### config.mk
export PLATFORM = sky130hd
export DESIGN_NAME = xbar_ctrl_mem
export DESIGN_NICKNAME = d
export VERILOG_FILES = /design/src/rtl/xbar_pkg.sv /design/src/rtl/xbar_ctrl.sv /design/src/rtl/xbar_store.sv /design/src/rtl/xbar_ctrl_mem.sv
export SDC_FILE = /design/constraint.sdc
export NUM_CORES = 1
export LEC_CHECK = 0
export BUFFER_PORTS_ARGS = -buffer_cell sky130_fd_sc_hd__buf_2
export CELL_PAD_IN_SITES_DETAIL_PLACEMENT = 1
export CELL_PAD_IN_SITES_GLOBAL_PLACEMENT = 2
export CORE_MARGIN = 5
export CORE_UTILIZATION = 38
export CTS_BUF_LIST = sky130_fd_sc_hd__clkbuf_16
export CTS_CLUSTER_DIAMETER = 200
export DETAILED_ROUTE_END_ITERATION = 8
export GPL_ROUTABILITY_DRIVEN = 0
export PLACE_DENSITY_LB_ADDON = 0.1
export SLEW_MARGIN = 25
export SYNTH_ARGS = -nofsm -noshare
export SYNTH_HDL_FRONTEND = slang
export SYNTH_SLANG_ARGS = --single-unit
export TNS_END_PERCENT = 20
### constraint.sdc
create_clock -name clk -period 6.8 [get_ports clk]
set_input_delay 1.36 -clock clk [delete_from_list [all_inputs] [get_ports clk]]
set_output_delay 1.36 -clock clk [all_outputs]
set_load 0.02 [all_outputs]
### src/rtl/xbar_pkg.sv
package xbar_pkg;
  localparam int ROW_AW     = 4;
  localparam int COL_AW     = 3;
  localparam int GROUP_AW   = ROW_AW - 1;
  localparam int GROUP_ROWS = 6;
  localparam int GROUPS     = 1 << (ROW_AW - GROUP_AW);
  localparam int ROWS       = GROUPS * GROUP_ROWS;
  localparam int COLS       = 1 << COL_AW;
  localparam int CELLS      = ROWS * COLS;
  localparam int IDX_W      = $clog2(CELLS);

  typedef struct packed {
    logic             wrEn;
    logic             wrVal;
    logic [IDX_W-1:0] wrIdx;
    logic             rdValid;
    logic [IDX_W-1:0] rdIdx;
  } ctrlStrobes_t;

  function automatic logic rowCodeValid(input logic [ROW_AW-1:0] code);
    return code[GROUP_AW-1:0] < GROUP_AW'(GROUP_ROWS);
  endfunction

  function automatic logic [IDX_W-1:0] cellIndex(input logic [ROW_AW-1:0] code,
                                                 input logic [COL_AW-1:0] col);
    int rowNum;
    rowNum = int'(code[ROW_AW-1:GROUP_AW]) * GROUP_ROWS + int'(code[GROUP_AW-1:0]);
    return IDX_W'(rowNum * COLS + int'(col));
  endfunction
endpackage

### src/rtl/xbar_ctrl.sv
module xbar_ctrl
  import xbar_pkg::*;
(
  input  logic              rstAsync,
  input  logic              chipSel,
  input  logic              strobe,
  input  logic              dataIn,
  input  logic [ROW_AW-1:0] rowAddr,
  input  logic [COL_AW-1:0] colAddr,
  input  logic [ROW_AW-1:0] rdRowAddr,
  input  logic [COL_AW-1:0] rdColAddr,
  output ctrlStrobes_t      ctrlOut
);
  logic wrRowOk;
  logic rdRowOk;

  always_comb begin
    wrRowOk = rowCodeValid(rowAddr);
    rdRowOk = rowCodeValid(rdRowAddr);

    ctrlOut.wrEn    = chipSel & strobe & ~rstAsync & wrRowOk;
    ctrlOut.wrVal   = dataIn;
    ctrlOut.wrIdx   = wrRowOk ? cellIndex(rowAddr, colAddr) : '0;
    ctrlOut.rdValid = rdRowOk;
    ctrlOut.rdIdx   = rdRowOk ? cellIndex(rdRowAddr, rdColAddr) : '0;
  end
endmodule

### src/rtl/xbar_store.sv
module xbar_store
  import xbar_pkg::*;
(
  input  logic             clk,
  input  logic             rstAsync,
  input  ctrlStrobes_t     ctrlIn,
  output logic [CELLS-1:0] cellQ,
  output logic             rdBit
);
  for (genvar g = 0; g < CELLS; g++) begin : gCell
    logic cellBit;
    logic hit;
    assign hit = ctrlIn.wrEn && (ctrlIn.wrIdx == IDX_W'(g));
    always_ff @(posedge clk or posedge rstAsync) begin
      if (rstAsync)  cellBit <= 1'b0;
      else if (hit)  cellBit <= ctrlIn.wrVal;
    end
    assign cellQ[g] = cellBit;
  end

  always_comb begin
    rdBit = 1'b0;
    for (int i = 0; i < CELLS; i++) begin
      if (ctrlIn.rdValid && ctrlIn.rdIdx == IDX_W'(i)) rdBit = cellQ[i];
    end
  end
endmodule

### src/rtl/xbar_ctrl_mem.sv
module xbar_ctrl_mem
  import xbar_pkg::*;
(
  input  logic              clk,
  input  logic              rstAsync,
  input  logic              chipSel,
  input  logic              strobe,
  input  logic              dataIn,
  input  logic [ROW_AW-1:0] rowAddr,
  input  logic [COL_AW-1:0] colAddr,
  input  logic [ROW_AW-1:0] rdRowAddr,
  input  logic [COL_AW-1:0] rdColAddr,
  output logic              rdBit,
  output logic [CELLS-1:0]  switchEn
);
  ctrlStrobes_t ctrlBus;

  xbar_ctrl uCtrl (
    .rstAsync  (rstAsync),
    .chipSel   (chipSel),
    .strobe    (strobe),
    .dataIn    (dataIn),
    .rowAddr   (rowAddr),
    .colAddr   (colAddr),
    .rdRowAddr (rdRowAddr),
    .rdColAddr (rdColAddr),
    .ctrlOut   (ctrlBus)
  );

  xbar_store uStore (
    .clk      (clk),
    .rstAsync (rstAsync),
    .ctrlIn   (ctrlBus),
    .cellQ    (switchEn),
    .rdBit    (rdBit)
  );
endmodule

; Word-level counts from Yosys, hierarchy flattened
; Cells that the tools add are included.
[word_totals]
ff_bits = 96
in_bits = 19
out_inout_bits = 97
elab_cells = 590
[op_classes]
add_sub_neg = 4
n_mul = 2
n_lt_le_gt_ge = 2
eq_ne = 190
mux = 98
bitwise = 4
n_reduce_logical = 194
[op_table]
columns = op, n
row1 = 7-bit by 6-bit equality test with 1-bit output (second input constant), 64
row2 = 7-bit equality test (second input constant), 64
row3 = 7-bit by 5-bit equality test with 1-bit output (second input constant), 32
row4 = 1-bit logical AND, 192
row5 = 7-bit by 4-bit equality test with 1-bit output (second input constant), 16
row6 = 1-bit 2-to-1 mux, 96
row7 = 7-bit by 3-bit equality test with 1-bit output (second input constant), 8
row8 = 7-bit by 2-bit equality test with 1-bit output (second input constant), 4
row9 = 7-bit by 4-bit adder with 7-bit output, 2
row10 = 7-bit by 1-bit equality test with 1-bit output (second input constant), 2
row11 = 7-bit logical NOT, 2
row12 = 7-bit 2-to-1 mux, 2
row13 = 4-bit adder, 2
row14 = 3-bit < comparator (second input constant), 2
row15 = 1-bit by 2-bit multiplier with 3-bit output (second input constant), 2
row16 = 1-bit AND, 3
row17 = 1-bit NOT, 1

; Logic depth before layout (Yosys ltp)
; Gate-level depths: netlist of run 1.
[depth]
depth_word = 102
ltp_mapped = 12
mapped_depth_nobuf = 11

; Hierarchy
; A second synthesis of run 1 with hierarchy kept.
[unflattened]
hier_cells = 721
hier_area_um2 = 6727.7
[modules_own_cells]
columns = mod, instances, cells_per_inst, area_each_um2, seq_area_each_um2
row1 = xbar_store, 1, 692, 6520.0, 2402.3
row2 = xbar_ctrl, 1, 29, 207.7, 0.0

; Worst setup path before layout of run 1
; Ideal clock, no wire load.
[synth_path]
path_type = input to register
start = input rstAsync
end = register uStore.gCell[92].cellBit
setup_ps = 125
t_arrival_ps = 4825
required_time_ps = 6675
setup_slack_ps = 1851
path_stages = 6
path_buffers = 0
cell_sequence = inv_1 -> nand4_1 -> nor3_1 -> o21ai_1 -> nor2_1 -> mux2_2
[synth_via]
elab_chain_cells = 4
[synth_lines]
columns = element, line_no
row1 = "start, declared", xbar_ctrl_mem.sv:5  ; input logic rstAsync,
row2 = 1-bit NOT, xbar_ctrl.sv:21  ; ctrlOut.wrEn = chipSel & strobe & ~rstAsync & wrRowOk;
row3 = 1-bit AND (2 in series), xbar_ctrl.sv:21
row4 = 1-bit logical AND, xbar_store.sv:13  ; assign hit = ctrlIn.wrEn && (ctrlIn.wrIdx == IDX_W'(g));
row5 = "end signal, assigned", xbar_store.sv:16  ; else if (hit) cellBit <= ctrlIn.wrVal;
row6 = "end, declared", xbar_store.sv:11  ; logic cellBit;
; Every way passes these cells.
; A chain may end at the register's enable or synchronous reset.

; Worst setup path in the final report of run 1
[layout_path]
start = input rdColAddr[0]
end = output rdBit
[layout_via]
elab_chain_cells = 100
elab_cells_between_ends = 290
cone_classes = 1 x add/sub / 95 x eq/ne / 97 x mux / 97 x reduce/logical
[layout_lines]
columns = element, line_no
row1 = "start, declared", xbar_ctrl_mem.sv:12  ; input logic [COL_AW-1:0] rdColAddr,
row2 = 7-bit by 4-bit adder with 7-bit output *, xbar_pkg.sv:28  ; return IDX_W'(rowNum * COLS + int'(col));
row3 = 7-bit 2-to-1 mux *, xbar_ctrl.sv:25  ; ctrlOut.rdIdx = rdRowOk ? cellIndex(rdRowAddr, rdColAddr) : '0;
row4 = 7-bit logical NOT, xbar_store.sv:24  ; if (ctrlIn.rdValid && ctrlIn.rdIdx == IDX_W'(i)) rdBit = cellQ[i];
row5 = 1-bit logical AND, xbar_store.sv:24
row6 = 1-bit 2-to-1 mux (95 in series), xbar_store.sv:24
row7 = 1-bit 2-to-1 mux *, xbar_store.sv:24
row8 = "end, declared", xbar_ctrl_mem.sv:13  ; output logic rdBit,
; Every way passes the cells marked *; elsewhere a longest branch is shown, timed or not.

==> results of run 1 <==
==> layout by cell type (no fill, tap or decap), drive strengths merged, types with 4 or more instances in the layout <==
cell | Yosys | final
or2 | 4 | 4
a31oi | 6 | 6
and3 | 4 | 4
nand2 | 84 | 84
nor4 | 4 | 4
nand2b | 7 | 7
a21oi | 18 | 18
a311oi | 6 | 6
clkbuf | 20 | 9
nor3 | 15 | 15
o21ai | 25 | 25
nand3b | 5 | 5
nor2b | 5 | 5
dfrtp | 96 | 96
mux2i | 14 | 14
and2 | 4 | 4
nand3 | 8 | 8
o32ai | 4 | 4
buf | 115 | 120
nor2 | 79 | 79
inv | 12 | 14
mux2 | 95 | 95
mux4 | 4 | 4
a32oi | 5 | 5
==> path summary, 6_finish.rpt <==
kind                       depth (start not counted)                        to
max in group asynchronous                          3  uStore.gCell[40].cellBit
hold / removal                                     1  uStore.gCell[81].cellBit
setup / recovery                                  10                     rdBit
hold reg to reg                                    1  uStore.gCell[81].cellBit
setup reg to reg                                   1  uStore.gCell[15].cellBit
min in group asynchronous                          2   uStore.gCell[9].cellBit
==> cell families (layout without fill, tap and decap cells) <==
kind of cell	count (synthesis)	after routing	synth area share
simple gates	230	230	0.164
buf+inv	147	147	0.145
mux	113	113	0.199
compound gates	106	106	0.115
flops	96	96	0.367
fa+ha+maj	4	4	0.00994
==> metrics by stage <==
step,instance area [um2],util,power [W],setup WS (ps),std cells
detailed placement,6540,0.382,0.000840,1370,906
global placement,6540,0.382,0.000835,1350,906
finish,6850,0.400,0.00139,1350,921
global route,6850,0.400,0.00145,1160,921
CTS,6850,0.400,0.00140,1370,921
floorplan,6550,-,0.000784,1850,696
==> final cells by class <==
class | instances | area [um2]
flip-flops and latches | 96 | 2400
repair buffers | 120 | 613
well taps | 225 | 282
fillers | 2023 | 10300
clock inverters | 6 | 90.1
clock buffers | 9 | 225
multi-input cells | 453 | 3190
inverters | 12 | 47.5
==> worst max-delay path: stages <==
cell and delay [ps]:
buf_2 650, nand2_1 260, nor3_1 580, a221oi_1 200, a21oi_1 200, a311oi_1 80
o32ai_1 250, o21ai_0 160, nand2_1 110, buf_2 180
==> power breakdown <==
| group | internal [W] | total [W] | switching [W] |
|---|---|---|---|
| Sequential | 0.000588 | 0.000607 | 0.0000198 |
| Clock | 0.000323 | 0.000563 | 0.000240 |
| Combinational | 0.0000687 | 0.000220 | 0.000151 |
| Total | 0.000979 | 0.00139 | 0.000411 |
==> cell usage after synthesis (3+ instances only) <==
master	count
buf_4	100
dfrtp_1	96
mux2_2	95
nand2_1	84
nor2_1	77
o21ai_0	22
clkbuf_1	20
a21oi_1	18
mux2i_1	14
buf_2	12
inv_1	10
nor3_1	10
nand3_1	8
nand2b_1	7
a31oi_1	6
a311oi_1	5
a32oi_1	5
nand3b_1	5
nor2b_1	5
nor3_2	5
and3_1	4
mux4_2	4
nor4_1	4
o32ai_1	4
a211oi_1	3
a21o_1	3
a22oi_1	3
and2_1	3
nor3b_1	3
o2111ai_1	3
o21ai_1	3
o221ai_1	3
o22ai_1	3
o2bb2ai_1	3
or2_2	3
==> layer usage <==
| layer | GRT usage | wire [um] | vias up |
|---|---|---|---|
| met5 | 0 | 0 | - |
| met4 | 0.0469 | 238 | 0 |
| met3 | 0.0353 | 976 | 18 |
| met2 | 0.373 | 10600 | 125 |
| met1 | 0.303 | 10000 | 2627 |
| li1 | - | - | 2350 |
==> run summary, run 1 <==
Max FFs per register: 96
Largest net degree at the start of global routing: 97
Share of cells above drive strength 1: 0.366
Period Utilization, post-route: 0.801
RSZ-0062 raised after global routing: false
Biggest regs: uStore.gCell.cellBit: 96 flops
Sink Count: 96
Max_slew headroom: 0.337
Vias per inst: 5.56
Vias in the first global route: 5,465
Top cells by area, synth: dfrtp_1 (37%), mux2_2 (16%), buf_4 (11%)
Clock-pin transition on the worst setup and hold timing paths: 70 ps
Final hold violations: 0
Top-area cell type share of the netlist area: 0.367
Post-CTS Hold Buffers: 0
Port bufs: 115
Power per cell area: 203 mW/mm2
Routed Antenna Nets: 0
Worst setup SP type: input pin
Die ar.: 0.0199 mm2
Post-synthesis sequential area ratio: 0.367
Vias: 5,120
Clock latency on the worst-skew pair: 360 ps
First-pass GRT wire length: 33,800 um
Cts repair resizes: 0
Post-synth EDFFs: 0
Area Overhead vs Synth: 4.70%
DRT iter0 DRCs: 290
Floorplan row count: 48
CTS tree: yes
Maximum clock frequency: 184 MHz
Final HPWL from detailed placement: 16,400 um
Largest Register: uStore.gCell.cellBit
Fin crit period: 5450 ps
Clock Skew: 0 ps
Core footprint: 0.0171 mm2
R2R Setup Slk: 5920 ps
Largest fanout on the critical path: 38
Critical Path RT: 5440 ps
Fin Hold WS: 538 ps
Pins Over Slew Limit: 0
Crit. End Element: primary output
Status: finished, final reports clean
VDD IR max: 0.130 mV
Least-Margin Pin Slew: 992 ps
Syn avg cell area: 9.40 um2
WL per Instance: 23.7 um
Most common flop cell mapped by yosys: dfrtp_1
Wirelength, routed: 21,900 um
Die H: 141 um
Max_cap viols: 0
Crit path kind: input pin to primary output
Mapped Cells: 696
Diode count: 0
Net Count, Synth: 719
Setup_tns: 0 ps
Leakage Power: 3.28 nW
Worst R2R Start: uStore.gCell[15].cellBit
Cts bufs inserted: 9
CP Data Arrival Time: 4090 ps
Min-delay worst type: flip-flop to flip-flop
Post-synthesis register bit count: 96
Die W: 141 um
Final Setup Violations: 0
Pre-Repair DR Iteration Count: 4
Antenna violations before repair: 0
GRT Total Usage: 0.222
Area leader, netlist: dfrtp_1
Nets@finish: 715
H-tree depth: 3
Initial Utilization: 0.382
Setup Buffers After CTS: 0
GRT overflow: 0
CTS Buffer Depth: 2
Mapped Area: 0.00655 mm2
Top Ports: 116
Warnings from Yosys: 0
Crit path from: rdColAddr[0]
Fraction of registers with async set/reset: 1.00
Remaining DRCs: 0
Number of distinct library cells after synthesis: 71
CTS Root Cell: clkbuf_16
Worst hold start: uStore.gCell[81].cellBit
Note: power is estimated with default switching activity, not from simulation.
==> run 2: changes to the inputs <==
--- a/config.mk
+++ b/config.mk
@@ -9,7 +9,7 @@
 export CELL_PAD_IN_SITES_DETAIL_PLACEMENT = 1
 export CELL_PAD_IN_SITES_GLOBAL_PLACEMENT = 2
 export CORE_MARGIN = 5
-export CORE_UTILIZATION = 38
+export CORE_UTILIZATION = 35
 export CTS_BUF_LIST = sky130_fd_sc_hd__clkbuf_16
 export CTS_CLUSTER_DIAMETER = 200
 export DETAILED_ROUTE_END_ITERATION = 8
==> constraint.sdc (replaced) <==
create_clock -name clk -period 5.65 [get_ports clk]
set_input_delay 1.13 -clock clk [delete_from_list [all_inputs] [get_ports clk]]
set_output_delay 1.13 -clock clk [all_outputs]
set_load 0.02 [all_outputs]
==> run summary, run 2 (same netlist as run 1, synthesis figures left out) <==
RSZ-0062 raised after global routing: false
VDD IR max: 0.129 mV (-1.4%)
Die ar.: 0.0215 mm2 (+8.0%)
Layout fillers: 2,140 (+5.8%)
Area Overhead vs Synth: 4.40%
GR Layer Usage met3: 0.0413 (+0.00605)
Crit. End Element: primary output
GRT Total Usage: 0.207 (-0.0143)
Cts bufs inserted: 9 (unchanged)
Max_slew headroom: 0.394 (+0.0570)
Worst setup SP type: input pin
Reg-to-Reg End: uStore.gCell[42].cellBit
Die W: 147 um (+3.9%)
WL per Instance: 24.0 um (+0.99%)
Post-Layout Inst Area: 0.00683 mm2 (-0.29%)
Combinational group share of total power: 0.171 (+0.013)
CTS tree: yes
Leakage Power: 3.27 nW (-0.30%)
Period Utilization, post-route: 0.849
Routed Antenna Nets: 0 (unchanged)
Clock Skew: 0 ps (unchanged)
Max_cap viols: 0 (unchanged)
Largest net degree at the start of global routing: 97 (unchanged)
Post-CTS Hold Buffers: 0 (unchanged)
Biggest regs: uStore.gCell.cellBit: 96 flops
Worst hold path endpoint: uStore.gCell[73].cellBit
Slowest stage cell on the critical path: fa_1
H-tree depth: 3 (unchanged)
Commonest non-fill, non-tap cell in the layout: buf_2
Clock share of power: 0.365 (-0.040)
Commonest non-fill, non-tap cells in the layout: buf_2 (115), dfrtp_1 (96), mux2_2 (95)
Crit path kind: input pin to primary output
Final hold violations: 0 (unchanged)
Die H: 147 um (+3.9%)
Critical Path RT: 4520 ps (-920 ps)
First-pass GRT wire length: 34,400 um (+2.0%)
Clock latency on the worst-skew pair: 350 ps (about the same)
Worst Hold Depth: 1 (unchanged)
Min-delay worst type: flip-flop to flip-flop
Setup_tns: 0 ps (unchanged)
Largest stage delay, worst path: 520 ps (-130 ps)
Vias per inst: 5.46 (-1.9%)
Worst R2R Start: uStore.gCell[42].cellBit
Max FFs per register: 96 (unchanged)
R2R depth: 1 (unchanged)
Setup Buffers After CTS: 0 (unchanged)
Port bufs: 115 (unchanged)
Nets@finish: 715 (unchanged)
Power per cell area: 230 mW/mm2 (+14%)
Maximum clock frequency: 209 MHz
Pre-Repair DR Iteration Count: 4 (unchanged)
R2R Setup Slk: 4770 ps (-1150 ps)
DRT iter0 DRCs: 226 (-22%)
Largest Register: uStore.gCell.cellBit
Sink Count: 96 (unchanged)
Worst hold start: uStore.gCell[73].cellBit
Top Ports: 116 (unchanged)
Antenna violations before repair: 0 (unchanged)
Net Switching: 0.000488 W (+19%)
Fin crit period: 4800 ps
Post-DP Area: 0.00656 mm2 (+0.34%)
GRT overflow: 0 (unchanged)
Largest fanout on the critical path: 7 (-82%)
Vias in the first global route: 5,571 (+1.9%)
Clock-pin transition on the worst setup and hold timing paths: 70 ps (about the same)
Final Setup Violations: 0 (unchanged)
CTS Root Cell: clkbuf_16
Remaining DRCs: 0 (unchanged)
Met2 usage in global routing: 0.346 (-0.0263)
Flop pwr share: 0.464 (+0.027)
Sw frac: 0.310 (+0.0141)
Final HPWL from detailed placement: 16,900 um (+3.2%)
Diode count: 0 (unchanged)
Vias: 5,079 (-0.80%)
Least-Margin Pin Slew: 909 ps (-82.9 ps)
CP cell instances: buf_2 -> ha_1 -> inv_1 -> fa_1 -> nand2_1 -> or3_1 -> a2111oi_2 -> a21oi_1 -> o21ai_1 -> a21oi_1 -> o21ai_0 -> nand2_1 -> buf_2
Status: finished, final reports clean
CP Data Arrival Time: 3670 ps (-420 ps)
Cts repair resizes: 0 (unchanged)
Gr busiest metal: met2
Routing usage on met1: 0.279 (-0.0236)
Wirelength, routed: 22,300 um (+2.1%)
CTS Buffer Depth: 2 (unchanged)
Core footprint: 0.0186 mm2 (+8.6%)
Pins Over Slew Limit: 0 (unchanged)
Share of cells above drive strength 1: 0.366 (-0.000526)
Floorplan row count: 50 (+4.2%)
Initial Utilization: 0.352 (-0.0301)
Internal power: 0.00109 W (+11%)
==> run 2: cell types whose count changed in the layout (fill, tap and decap cells not counted), sizes merged <==
cell and change:
clkinv +3, bufinv -2
==> run 2: power groups by stage <==
stage          clock, W  sequential, W  combinational, W
2_1_floorplan         0       0.000733          0.000211
3_3_place_gp          0       0.000744          0.000264
5_1_grt        0.000618       0.000733          0.000294
4_1_cts        0.000594       0.000731          0.000270
3_5_place_dp          0       0.000744          0.000269
6_report       0.000575       0.000730          0.000269
==> run 2: cell type report <==
cell class	count	area, um2	share of cell area
Timing Repair Buffer	120	613	0.0897
Tap cell	234	293	0.0428
Multi-Input combinational cell	453	3210	0.470
Inverter	12	47.5	0.00696
Clock buffer	9	225	0.0330
Sequential cell	96	2400	0.352
Clock inverter	7	38.8	0.00568
==> run 2: metrics by stage <==
step,cells,setup WS [ps],util,power [W],hold slack (ps)
detailed placement,915,870,0.353,0.00101,524
global placement,915,892,0.352,0.00101,508
global route,931,632,0.368,0.00164,555
floorplan,696,931,-,0.000943,494
CTS,931,856,0.367,0.00160,540
finish,931,854,0.368,0.00157,541
==> run 2: layer usage <==
layer	share of wire	vias up
met3	0.049	23
met2	0.49	126
li1	-	2343
met1	0.45	2587
met4	0.013	0
met5	0	-
==> run 2: worst max path at each step <==
stage               cells past startpoint    startpoint  slack, ps                        to
floorplan                               6      rstAsync        930  uStore.gCell[92].cellBit
detailed placement                     13  rdRowAddr[1]        870                     rdBit
CTS                                    13  rdRowAddr[1]        860                     rdBit
global placement                       11  rdRowAddr[1]        890                     rdBit
global route                           13  rdRowAddr[1]        630                     rdBit
finish                                 13  rdRowAddr[1]        850                     rdBit
==> run 2: critical path, delay by kind of cell <==
family	cells	cell delay [ps]
simple gates	3	640
buf+inv	3	390
fa+ha+maj	2	700
compound gates	5	800
